<file path="src/rtl/twi_pkg.sv">
package twi_pkg;
    typedef enum logic [2:0] {
        LS_IDLE,
        LS_ADDR,
        LS_ADDR_ACK,
        LS_WR,
        LS_WR_ACK,
        LS_RD,
        LS_RD_ACK
    } link_state_e;

    typedef struct packed {
        link_state_e st;
        logic [7:0]  sh;
        logic [3:0]  cnt;
        logic        oe;
        logic        rw;
        logic        mack;
        logic        arm;
    } link_regs_t;
endpackage

</file>
<file path="src/rtl/twi_line_sync.sv">
module twi_line_sync #(
    parameter int WIDTH  = 2,
    parameter int STAGES = 2
) (
    input  logic             clk,
    input  logic             rst_n,
    input  logic [WIDTH-1:0] raw_i,
    output logic [WIDTH-1:0] now_o,
    output logic [WIDTH-1:0] prev_o
);
    logic [WIDTH-1:0] stage_q [STAGES+1];

    for (genvar s = 0; s <= STAGES; s++) begin : g_stage
        always_ff @(posedge clk or negedge rst_n) begin
            if (!rst_n) begin
                stage_q[s] <= '1;
            end else if (s == 0) begin
                stage_q[s] <= raw_i;
            end else begin
                stage_q[s] <= stage_q[s-1];
            end
        end
    end

    assign now_o  = stage_q[STAGES-1];
    assign prev_o = stage_q[STAGES];
endmodule

</file>
<file path="src/rtl/twi_busy_timer.sv">
module twi_busy_timer #(
    parameter int BUSY_CYCLES = 1_000_000
) (
    input  logic clk,
    input  logic rst_n,
    input  logic go_i,
    output logic busy_o
);
    localparam int CW = $clog2(BUSY_CYCLES + 1);

    logic [CW-1:0] left_d, left_q;

    always_comb begin
        left_d = left_q;
        if (go_i) begin
            left_d = CW'(BUSY_CYCLES);
        end else if (left_q != '0) begin
            left_d = left_q - 1'b1;
        end
    end

    always_ff @(posedge clk or negedge rst_n) begin
        if (!rst_n) left_q <= '0;
        else        left_q <= left_d;
    end

    assign busy_o = (left_q != '0);


    busy_start_chk: assert property (@(posedge clk) disable iff (!rst_n)
        go_i |=> busy_o);
endmodule

</file>
<file path="src/rtl/twi_poll_slave.sv">
module twi_poll_slave
    import twi_pkg::*;
#(
    parameter logic [3:0] TYPE_CODE   = 4'b0101,
    parameter int         SYNC_STAGES = 2,
    parameter int         BUSY_CYCLES = 1_000_000
) (
    input  logic       clk,
    input  logic       rst_n,
    input  logic       scl_i,
    input  logic       sda_i,
    input  logic [2:0] strap_i,
    output logic       sda_oe,
    output logic       wr_valid,
    output logic [7:0] wr_data,
    output logic       rd_fetch,
    input  logic [7:0] tx_byte_i,
    input  logic       nv_commit_i
);
    localparam logic [3:0] BYTE_BITS = 4'd8;

    logic [1:0] now_w, prev_w;
    logic       scl_s, sda_s, scl_p, sda_p;
    logic       scl_rise, scl_fall, bus_start, bus_stop;
    logic       busy, busy_go;
    logic       addr_hit;

    twi_line_sync #(.WIDTH(2), .STAGES(SYNC_STAGES)) u_sync (
        .clk    (clk),
        .rst_n  (rst_n),
        .raw_i  ({scl_i, sda_i}),
        .now_o  (now_w),
        .prev_o (prev_w)
    );

    assign {scl_s, sda_s} = now_w;
    assign {scl_p, sda_p} = prev_w;
    assign scl_rise  = scl_s & ~scl_p;
    assign scl_fall  = ~scl_s & scl_p;
    assign bus_start = scl_s & scl_p & sda_p & ~sda_s;
    assign bus_stop  = scl_s & scl_p & ~sda_p & sda_s;

    twi_busy_timer #(.BUSY_CYCLES(BUSY_CYCLES)) u_busy (
        .clk    (clk),
        .rst_n  (rst_n),
        .go_i   (busy_go),
        .busy_o (busy)
    );

    link_regs_t r_d, r_q;

    assign addr_hit = (r_q.sh[7:4] == TYPE_CODE) && (r_q.sh[3:1] == strap_i);

    always_comb begin
        r_d      = r_q;
        wr_valid = 1'b0;
        rd_fetch = 1'b0;
        busy_go  = 1'b0;

        if (nv_commit_i && (r_q.st == LS_WR || r_q.st == LS_WR_ACK)) begin
            r_d.arm = 1'b1;
        end

        unique case (r_q.st)
            LS_ADDR, LS_WR: begin
                if (scl_rise) begin
                    r_d.sh  = {r_q.sh[6:0], sda_s};
                    r_d.cnt = r_q.cnt + 1'b1;
                end else if (scl_fall && r_q.cnt == BYTE_BITS) begin
                    if (r_q.st == LS_WR) begin
                        wr_valid = 1'b1;
                        r_d.oe   = 1'b1;
                        r_d.st   = LS_WR_ACK;
                    end else if (addr_hit && !busy) begin
                        r_d.oe = 1'b1;
                        r_d.rw = r_q.sh[0];
                        r_d.st = LS_ADDR_ACK;
                    end else begin
                        r_d.st = LS_IDLE;
                    end
                end
            end
            LS_ADDR_ACK: begin
                if (scl_fall) begin
                    r_d.cnt = '0;
                    if (r_q.rw) begin
                        rd_fetch = 1'b1;
                        r_d.sh   = tx_byte_i;
                        r_d.oe   = ~tx_byte_i[7];
                        r_d.st   = LS_RD;
                    end else begin
                        r_d.oe = 1'b0;
                        r_d.st = LS_WR;
                    end
                end
            end
            LS_WR_ACK: begin
                if (scl_fall) begin
                    r_d.oe  = 1'b0;
                    r_d.cnt = '0;
                    r_d.st  = LS_WR;
                end
            end
            LS_RD: begin
                if (scl_rise) begin
                    r_d.cnt = r_q.cnt + 1'b1;
                end else if (scl_fall) begin
                    if (r_q.cnt == BYTE_BITS) begin
                        r_d.oe = 1'b0;
                        r_d.st = LS_RD_ACK;
                    end else begin
                        r_d.sh = {r_q.sh[6:0], 1'b0};
                        r_d.oe = ~r_q.sh[6];
                    end
                end
            end
            LS_RD_ACK: begin
                if (scl_rise) begin
                    r_d.mack = ~sda_s;
                end else if (scl_fall) begin
                    if (r_q.mack) begin
                        rd_fetch = 1'b1;
                        r_d.sh   = tx_byte_i;
                        r_d.oe   = ~tx_byte_i[7];
                        r_d.cnt  = '0;
                        r_d.st   = LS_RD;
                    end else begin
                        r_d.st = LS_IDLE;
                    end
                end
            end
            default: ;
        endcase

        if (bus_start) begin
            r_d.st  = LS_ADDR;
            r_d.cnt = '0;
            r_d.oe  = 1'b0;
            r_d.arm = 1'b0;
            wr_valid = 1'b0;
            rd_fetch = 1'b0;
        end else if (bus_stop) begin
            r_d.st  = LS_IDLE;
            r_d.oe  = 1'b0;
            r_d.arm = 1'b0;
            busy_go = r_q.arm | r_d.arm;
            wr_valid = 1'b0;
            rd_fetch = 1'b0;
        end
    end

    always_ff @(posedge clk or negedge rst_n) begin
        if (!rst_n) begin
            r_q <= '{st: LS_IDLE, sh: '0, cnt: '0, oe: 1'b0,
                     rw: 1'b0, mack: 1'b0, arm: 1'b0};
        end else begin
            r_q <= r_d;
        end
    end

    assign sda_oe  = r_q.oe;
    assign wr_data = r_q.sh;


    oe_scl_low_chk: assert property (@(posedge clk) disable iff (!rst_n)
        !$stable(sda_oe) |-> (!$past(scl_s) || $past(bus_start) || $past(bus_stop)));


    addr_ack_not_busy_chk: assert property (@(posedge clk) disable iff (!rst_n)
        (r_q.st == LS_ADDR_ACK) |-> !busy);


    fetch_not_busy_chk: assert property (@(posedge clk) disable iff (!rst_n)
        rd_fetch |-> !busy);


    wr_ack_drive_chk: assert property (@(posedge clk) disable iff (!rst_n)
        wr_valid |=> sda_oe);


    strobe_excl_chk: assert property (@(posedge clk) disable iff (!rst_n)
        $onehot0({wr_valid, rd_fetch}));
endmodule

</file>
<file path="config.mk">
export PLATFORM = sky130hd
export DESIGN_NAME = twi_poll_slave
export DESIGN_NICKNAME = d
export VERILOG_FILES = /design/src/rtl/twi_pkg.sv /design/src/rtl/twi_line_sync.sv /design/src/rtl/twi_busy_timer.sv /design/src/rtl/twi_poll_slave.sv
export SDC_FILE = /design/constraint.sdc
export NUM_CORES = 1
export LEC_CHECK = 0
export CORE_ASPECT_RATIO = 0.75
export CORE_MARGIN = 3
export CORE_UTILIZATION = 65
export CTS_BUF_LIST = sky130_fd_sc_hd__clkbuf_4
export DETAILED_ROUTE_END_ITERATION = 8
export DONT_BUFFER_PORTS = 1
export GPL_TIMING_DRIVEN = 0
export PLACE_DENSITY_LB_ADDON = 0.05
export SETUP_SLACK_MARGIN = 0.5
export SLEW_MARGIN = 20
export SYNTH_ARGS = -nofsm -noshare
export SYNTH_HDL_FRONTEND = slang
export SYNTH_SLANG_ARGS = --single-unit
</file>
<file path="constraint.sdc">
create_clock -name clk -period 6.35 [get_ports clk]
set_input_delay 0.9525 -clock clk [delete_from_list [all_inputs] [get_ports clk]]
set_output_delay 0.9525 -clock clk [all_outputs]
set_load 0.01 [all_outputs]
</file>
; Word level (Yosys, flattened, before mapping)
; Cells that the tools add are included.
[op_classes]
add_sub_neg = 2
n_eq_ne = 36
mux = 57
n_bitwise = 15
n_reduce_logical = 19
[op_table]
columns = cell, n
row1 = 16-bit two-way mux, 3
row2 = 20-bit two-way mux, 2
row3 = 4-bit != test (second input constant), 10
row4 = 8-bit one-hot mux with 4 select lines, 1
row5 = 3-bit two-way mux, 9
row6 = 1-bit two-way mux, 26
row7 = 5-bit one-hot mux with 5 select lines, 1
row8 = 11-bit two-way mux, 2
row9 = 3-bit != test (second input constant), 7
row10 = 10-bit AND reduction, 2
row11 = 20-bit nonzero test, 1
row12 = 20-bit by 1-bit subtractor with 20-bit output (second input constant), 1
row13 = 2-bit != test (second input constant), 9
row14 = 8-bit two-way mux, 2
row15 = 3-bit one-hot mux with 5 select lines, 1
row16 = 13-bit two-way mux, 1
row17 = 12-bit two-way mux, 1
row18 = 11-bit AND reduction, 1
row19 = 3-bit == test (second input constant), 3
row20 = 2-bit two-way mux, 4
row21 = 4-bit two-way mux, 2
row22 = 1-bit inverter, 8
row23 = 8-bit AND reduction, 1
row24 = 1-bit AND, 7
row25 = other kinds (20), 24
[word_totals]
register_bits = 45
input_bits = 16
out_inout_bits = 11
wordCells = 140

; Depth between registers and ports, before layout
[depth]
word_depth = 10
ltp_mapped = 8
depth_no_buf = 7

; By module
; A second synthesis with hierarchy kept.
[hier_totals]
hier_cells = 284
area_unflattened_um2 = 2827.7
[modules_own_cells]
columns = module, instances, cells_per_inst, area_per_inst_um2, seq_area_each_um2
row1 = twi_poll_slave, 1, 143, 1373.8, 475.5
row2 = twi_busy_timer, 1, 131, 1266.2, 500.5
row3 = twi_line_sync, 1, 10, 187.7, 157.7

; Least setup slack after synthesis
; OpenSTA, ideal clock, no wires.
[synth_timing]
kind = in2reg
start = input strap_i[0]
end = register r_q[2] (netlist bit)
setup_time_ns = 0.128
arrival_time_ns = 2.115
t_required_ns = 6.222
slack_ns = 4.107
stages = 5
path_buffers = 0
path_cell_list = xor2_1 nor4_1 nand4_4 nor2_1 mux2_1
[synth_between]
elab_chain_len = 4
[synth_rtl]
columns = item, line
row1 = "start, declared", twi_poll_slave.sv:12  ; input logic [2:0] strap_i,
row2 = 3-bit == test, twi_poll_slave.sv:52  ; assign addr_hit = (r_q.sh[7:4] == TYPE_CODE) && (r_q.sh[3:1] == strap_i);
row3 = 1-bit logical AND, twi_poll_slave.sv:52
row4 = 1-bit logical AND, twi_poll_slave.sv:74  ; end else if (addr_hit && !busy) begin
row5 = 5-bit AND reduction (no source line), -
row6 = "end signal, assigned", twi_poll_slave.sv:154  ; r_q <= '{st: LS_IDLE, sh: '0, cnt: '0, oe: 1'b0,
row7 = "end signal, assigned", twi_poll_slave.sv:157  ; r_q <= r_d;
row8 = "end, declared", twi_poll_slave.sv:50  ; link_regs_t r_d, r_q;
; No other way between the ends.
; A chain may end at the register's enable or synchronous reset.

; Worst setup path after layout
[layout_timing]
start = register r_q[16] (netlist bit)
end = output rd_fetch
[layout_between]
elab_chain_len = 4
[layout_rtl]
columns = item, line
row1 = 3-bit == test / 3-bit by 2-bit == test with 1-bit output (equally long branches), twi_poll_slave.sv:64  ; unique case (r_q.st)
row2 = 1-bit one-hot mux with 2 select lines *, twi_poll_slave.sv:64
row3 = 1-bit two-way mux *, twi_poll_slave.sv:142  ; end else if (bus_stop) begin
row4 = 1-bit two-way mux *, twi_poll_slave.sv:135  ; if (bus_start) begin
row5 = "end, declared", twi_poll_slave.sv:16  ; output logic rd_fetch,
; Every way passes the cells marked *; elsewhere a longest branch is shown, timed or not.

==> qor.yml <==
cells_and_area:
  fill_cells: 296
  drive_above_1_share_pct: 15.68
  multi_input_area_um2: 1356
  syn2layout_area_growth_pct: 6.393
  diodes: 0
  register_area_um2: 1134
  finalInstanceArea_um2: 2790
  nets: 306
worst_setup_path:
  critPathKind: "register to output pin"
  max_stage_delay_ps: 480
  cpMaxStageDelayCell: "dfrtp_1"
  crit_arrival_ps: 1800
  crit_path_end: "rd_fetch"
  cp_max_fo: 10
  required_ps: 5400
  rrSetupSlack_ps: 4000
  crit_path_start_kind: "register"
  cp-end-kind: "output pin"
  reg2regPathDepth: 5
  cp_cell_sequence: "nand2b_1 -> clkbuf_1 -> a211oi_1"
  r2r-start: "wr_data[5]"
  rr_endpoint: "r_q[2]"
  critical_path.startpoint: "r_q[16]"
synth:
  synth_mux_area_share_pct: 5.868
  synth_ff_type: "dfrtp_1"
  synth_nets: 299
  synth-compound-area-share_pct: 14.27
  synth.distinct_cells: 48
  yosys.area_share.simple_pct: 24.00
  syn_area_um2: 2623
  synth_top_family_by_area: "simple AND/OR/NAND/NOR gates"
  synth_xor_area_share_pct: 5.677
  synth.avg_cell_area_um2: 9.400
  yosysMostFrequentCell: "dfrtp_1"
  synth_largest_area_cell: "dfrtp_1"
  synthAdderAreaFrac_pct: 1.908
  synth_top_cells_by_area: "dfrtp_1 (37%), dfstp_2 (6.0%), nand2_1 (5.2%)"
  synthCells: 279
  synth_edf_count: 0
  yosysWarningCount: 0
  ys_ff_latch: 45
  synth_seq_area_share_pct: 43.23
  synth_top_area_share_pct: 37.21
  synthArstFlopShare_pct: 100.0
  synth_common_cells: "dfrtp_1 (39), nand2_1 (36), nor2_1 (32), a21oi_1 (13)"
pwr:
  p_seq_share_pct: 47.6
  switching_share_pct: 34.85
  p_clk_share_pct: 21.4
  net-switching-power_mw: 0.3456
  p_int_mw: 0.6462
  p_per_area_nw_per_um2: 355.5
  ir_drop_mv: 0.2365
  combPwrFrac_pct: 31.0
  power.leakage_nw: 1.208
clocking:
  insertion_delay_ps: 350
  cts_resized: 0
  cts_max_path_buffers: 2
  cts_sinks: 45
  post-cts-setup-buffer-count: 0
  numCtsBuffers: 5
  clk_pin_slew_worst_paths_ps: 140
  ctsHtreeMaxLevel: 2
  cts_tree: "built"
  ctsHoldBuffers: 0
  clockRootBuffer: "clkbuf_4"
die:
  ioPinCount: 27
  die_x_um: 79.35
  die_h_um: 61.01
  rows: 19
  start_util_pct: 69.82
  die_area_um2: 4841
  core_um2: 3756
run:
  max-cap-violations: 0
drt:
  routed_wl_um: 5166
  drt-initial-drc-count: 139
  vias: 2028
  first_pass_iters: 4
  postRouteAntennaNets: 0
  routed_via_density: 5.982
  drc_errors: 0
  wire_per_inst_um: 15.24
sta:
  slew_headroom_pct: 50.15
  post-route-period-util_pct: 43.33
  finalSetupTns_ps: 0
  final_max_slew_viol_count: 0
  setup_viol: 0
  fmax_mhz: 363.5
  hold_viol_final: 0
  period_minus_slack_ps: 2751
  tightestPinTransition_ps: 747.7
  fin_worst_skew_ps: 15.01
  grt_setup_unrepaired: "no"
global_route:
  grt_overflow: 0
  grt_pass1_wl_um: 8907
  grt_pass1_vias: 1853
  grt_max_degree: 46
  antenna_found_initial: 0
  grt_util_all_layers_pct: 23.98
placement:
  dp_hpwl_um: 3729
  placed_area_um2: 2688
  place.gp.congestion: 0.9165
  port_buffers: 0
min_path:
  hold_class: "input port to async pin"
run_status:
  status: "finished, final reports clean"
[how the worst min path moves through the flow]
stage	end	slack, ps	from	cells past startpoint
final	r_q[17]	270	rst_n	0
after global routing	r_q[17]	220	rst_n	0
after CTS	u_busy.left_q[18]	250	rst_n	0
after detailed placement	u_sync.now_o[0]	350	u_sync.stage_q[4]	0
after global placement	u_sync.now_o[0]	350	u_sync.stage_q[4]	0
after floorplan	u_sync.now_o[0]	350	u_sync.stage_q[4]	0
[critical path, delay by kind of cell (launching register included)]
family / cells / cell delay [ps]
compound gates: 1 / 480
buf+inv: 1 / 260
flops: 1 / 480
simple gates: 1 / 220
[registers in the layout (all words and copies together) (netlist names)]
signal          cells
u_busy.left_q      20
r_q                10
wr_data             8
u_sync.now_o        2
u_sync.prev_o       2
u_sync.stage_q      2
sda_oe              1
[kinds of logic (layout without fill, tap and decap cells)]
| kind of cell | Yosys count | in the layout |
|---|---|---|
| xor gates and xnor gates | 17 | 17 |
| adders and majority gates | 4 | 4 |
| buffers and inverters | 25 | 33 |
| and+or+nand+nor | 119 | 119 |
| AOI/OAI and AO/OA | 55 | 55 |
| muxes | 14 | 14 |
| DFF | 45 | 45 |
[per-stage QoR]
step / hold slack, ps / power (mW) / instances / utilization, % / worst slack (ps)
3_5_place_dp: 346.8 / 0.7800 / 331 / 71.55 / 3893
2_1_floorplan: 345.2 / 0.7159 / 279 / - / 4107
3_3_place_gp: 346.0 / 0.7633 / 331 / 71.55 / 3839
4_1_cts: 251.5 / 0.9968 / 339 / 74.28 / 3591
5_1_grt: 223.1 / 1.067 / 339 / 74.28 / 3494
6_report: 270.4 / 0.9918 / 339 / 74.28 / 3599
[power by group through the flow]
stage / Combinational [mW] / Sequential [mW] / Clock (mW)
after floorplan: 0.262 / 0.453 / 0
after global placement: 0.292 / 0.471 / 0
after detailed placement: 0.305 / 0.475 / 0
after CTS: 0.309 / 0.469 / 0.219
after global routing: 0.349 / 0.485 / 0.232
final: 0.308 / 0.472 / 0.213
[cells in the final DEF (no fill, tap or decap), types with 7 or more instances in the layout]
cell | Yosys | final
dfrtp_1 | 39 | 39
nand2_1 | 36 | 36
nor2_1 | 32 | 32
a21oi_1 | 13 | 13
xnor2_1 | 12 | 12
o21ai_0 | 12 | 12
mux2_2 | 9 | 9
inv_1 | 8 | 8
a211oi_1 | 8 | 8
nor2b_1 | 8 | 8
buf_4 | 8 | 8
clkbuf_1 | 7 | 7
nand3_1 | 7 | 7
[cell type report]
cell class                      count  area share (%)
Multi-Input combinational cell    209           48.61
Tap cell                           52           2.332
Sequential cell                    45           40.63
Buffer                             17           3.677
Clock buffer                        5           1.345
Inverter                            8           1.076
Clock inverter                      3           2.332
[routing by layer]
| metal | vias to the layer above | wire length [um] | track usage [%] |
|---|---|---|---|
| met5 | - | 0 | 0 |
| met4 | 0 | 58 | 5.637 |
| met3 | 10 | 299 | 5.409 |
| met2 | 62 | 2203 | 35.49 |
| met1 | 969 | 2603 | 36.35 |
| li1 | 987 | - | - |
Power figures use the tool's default switching activity.
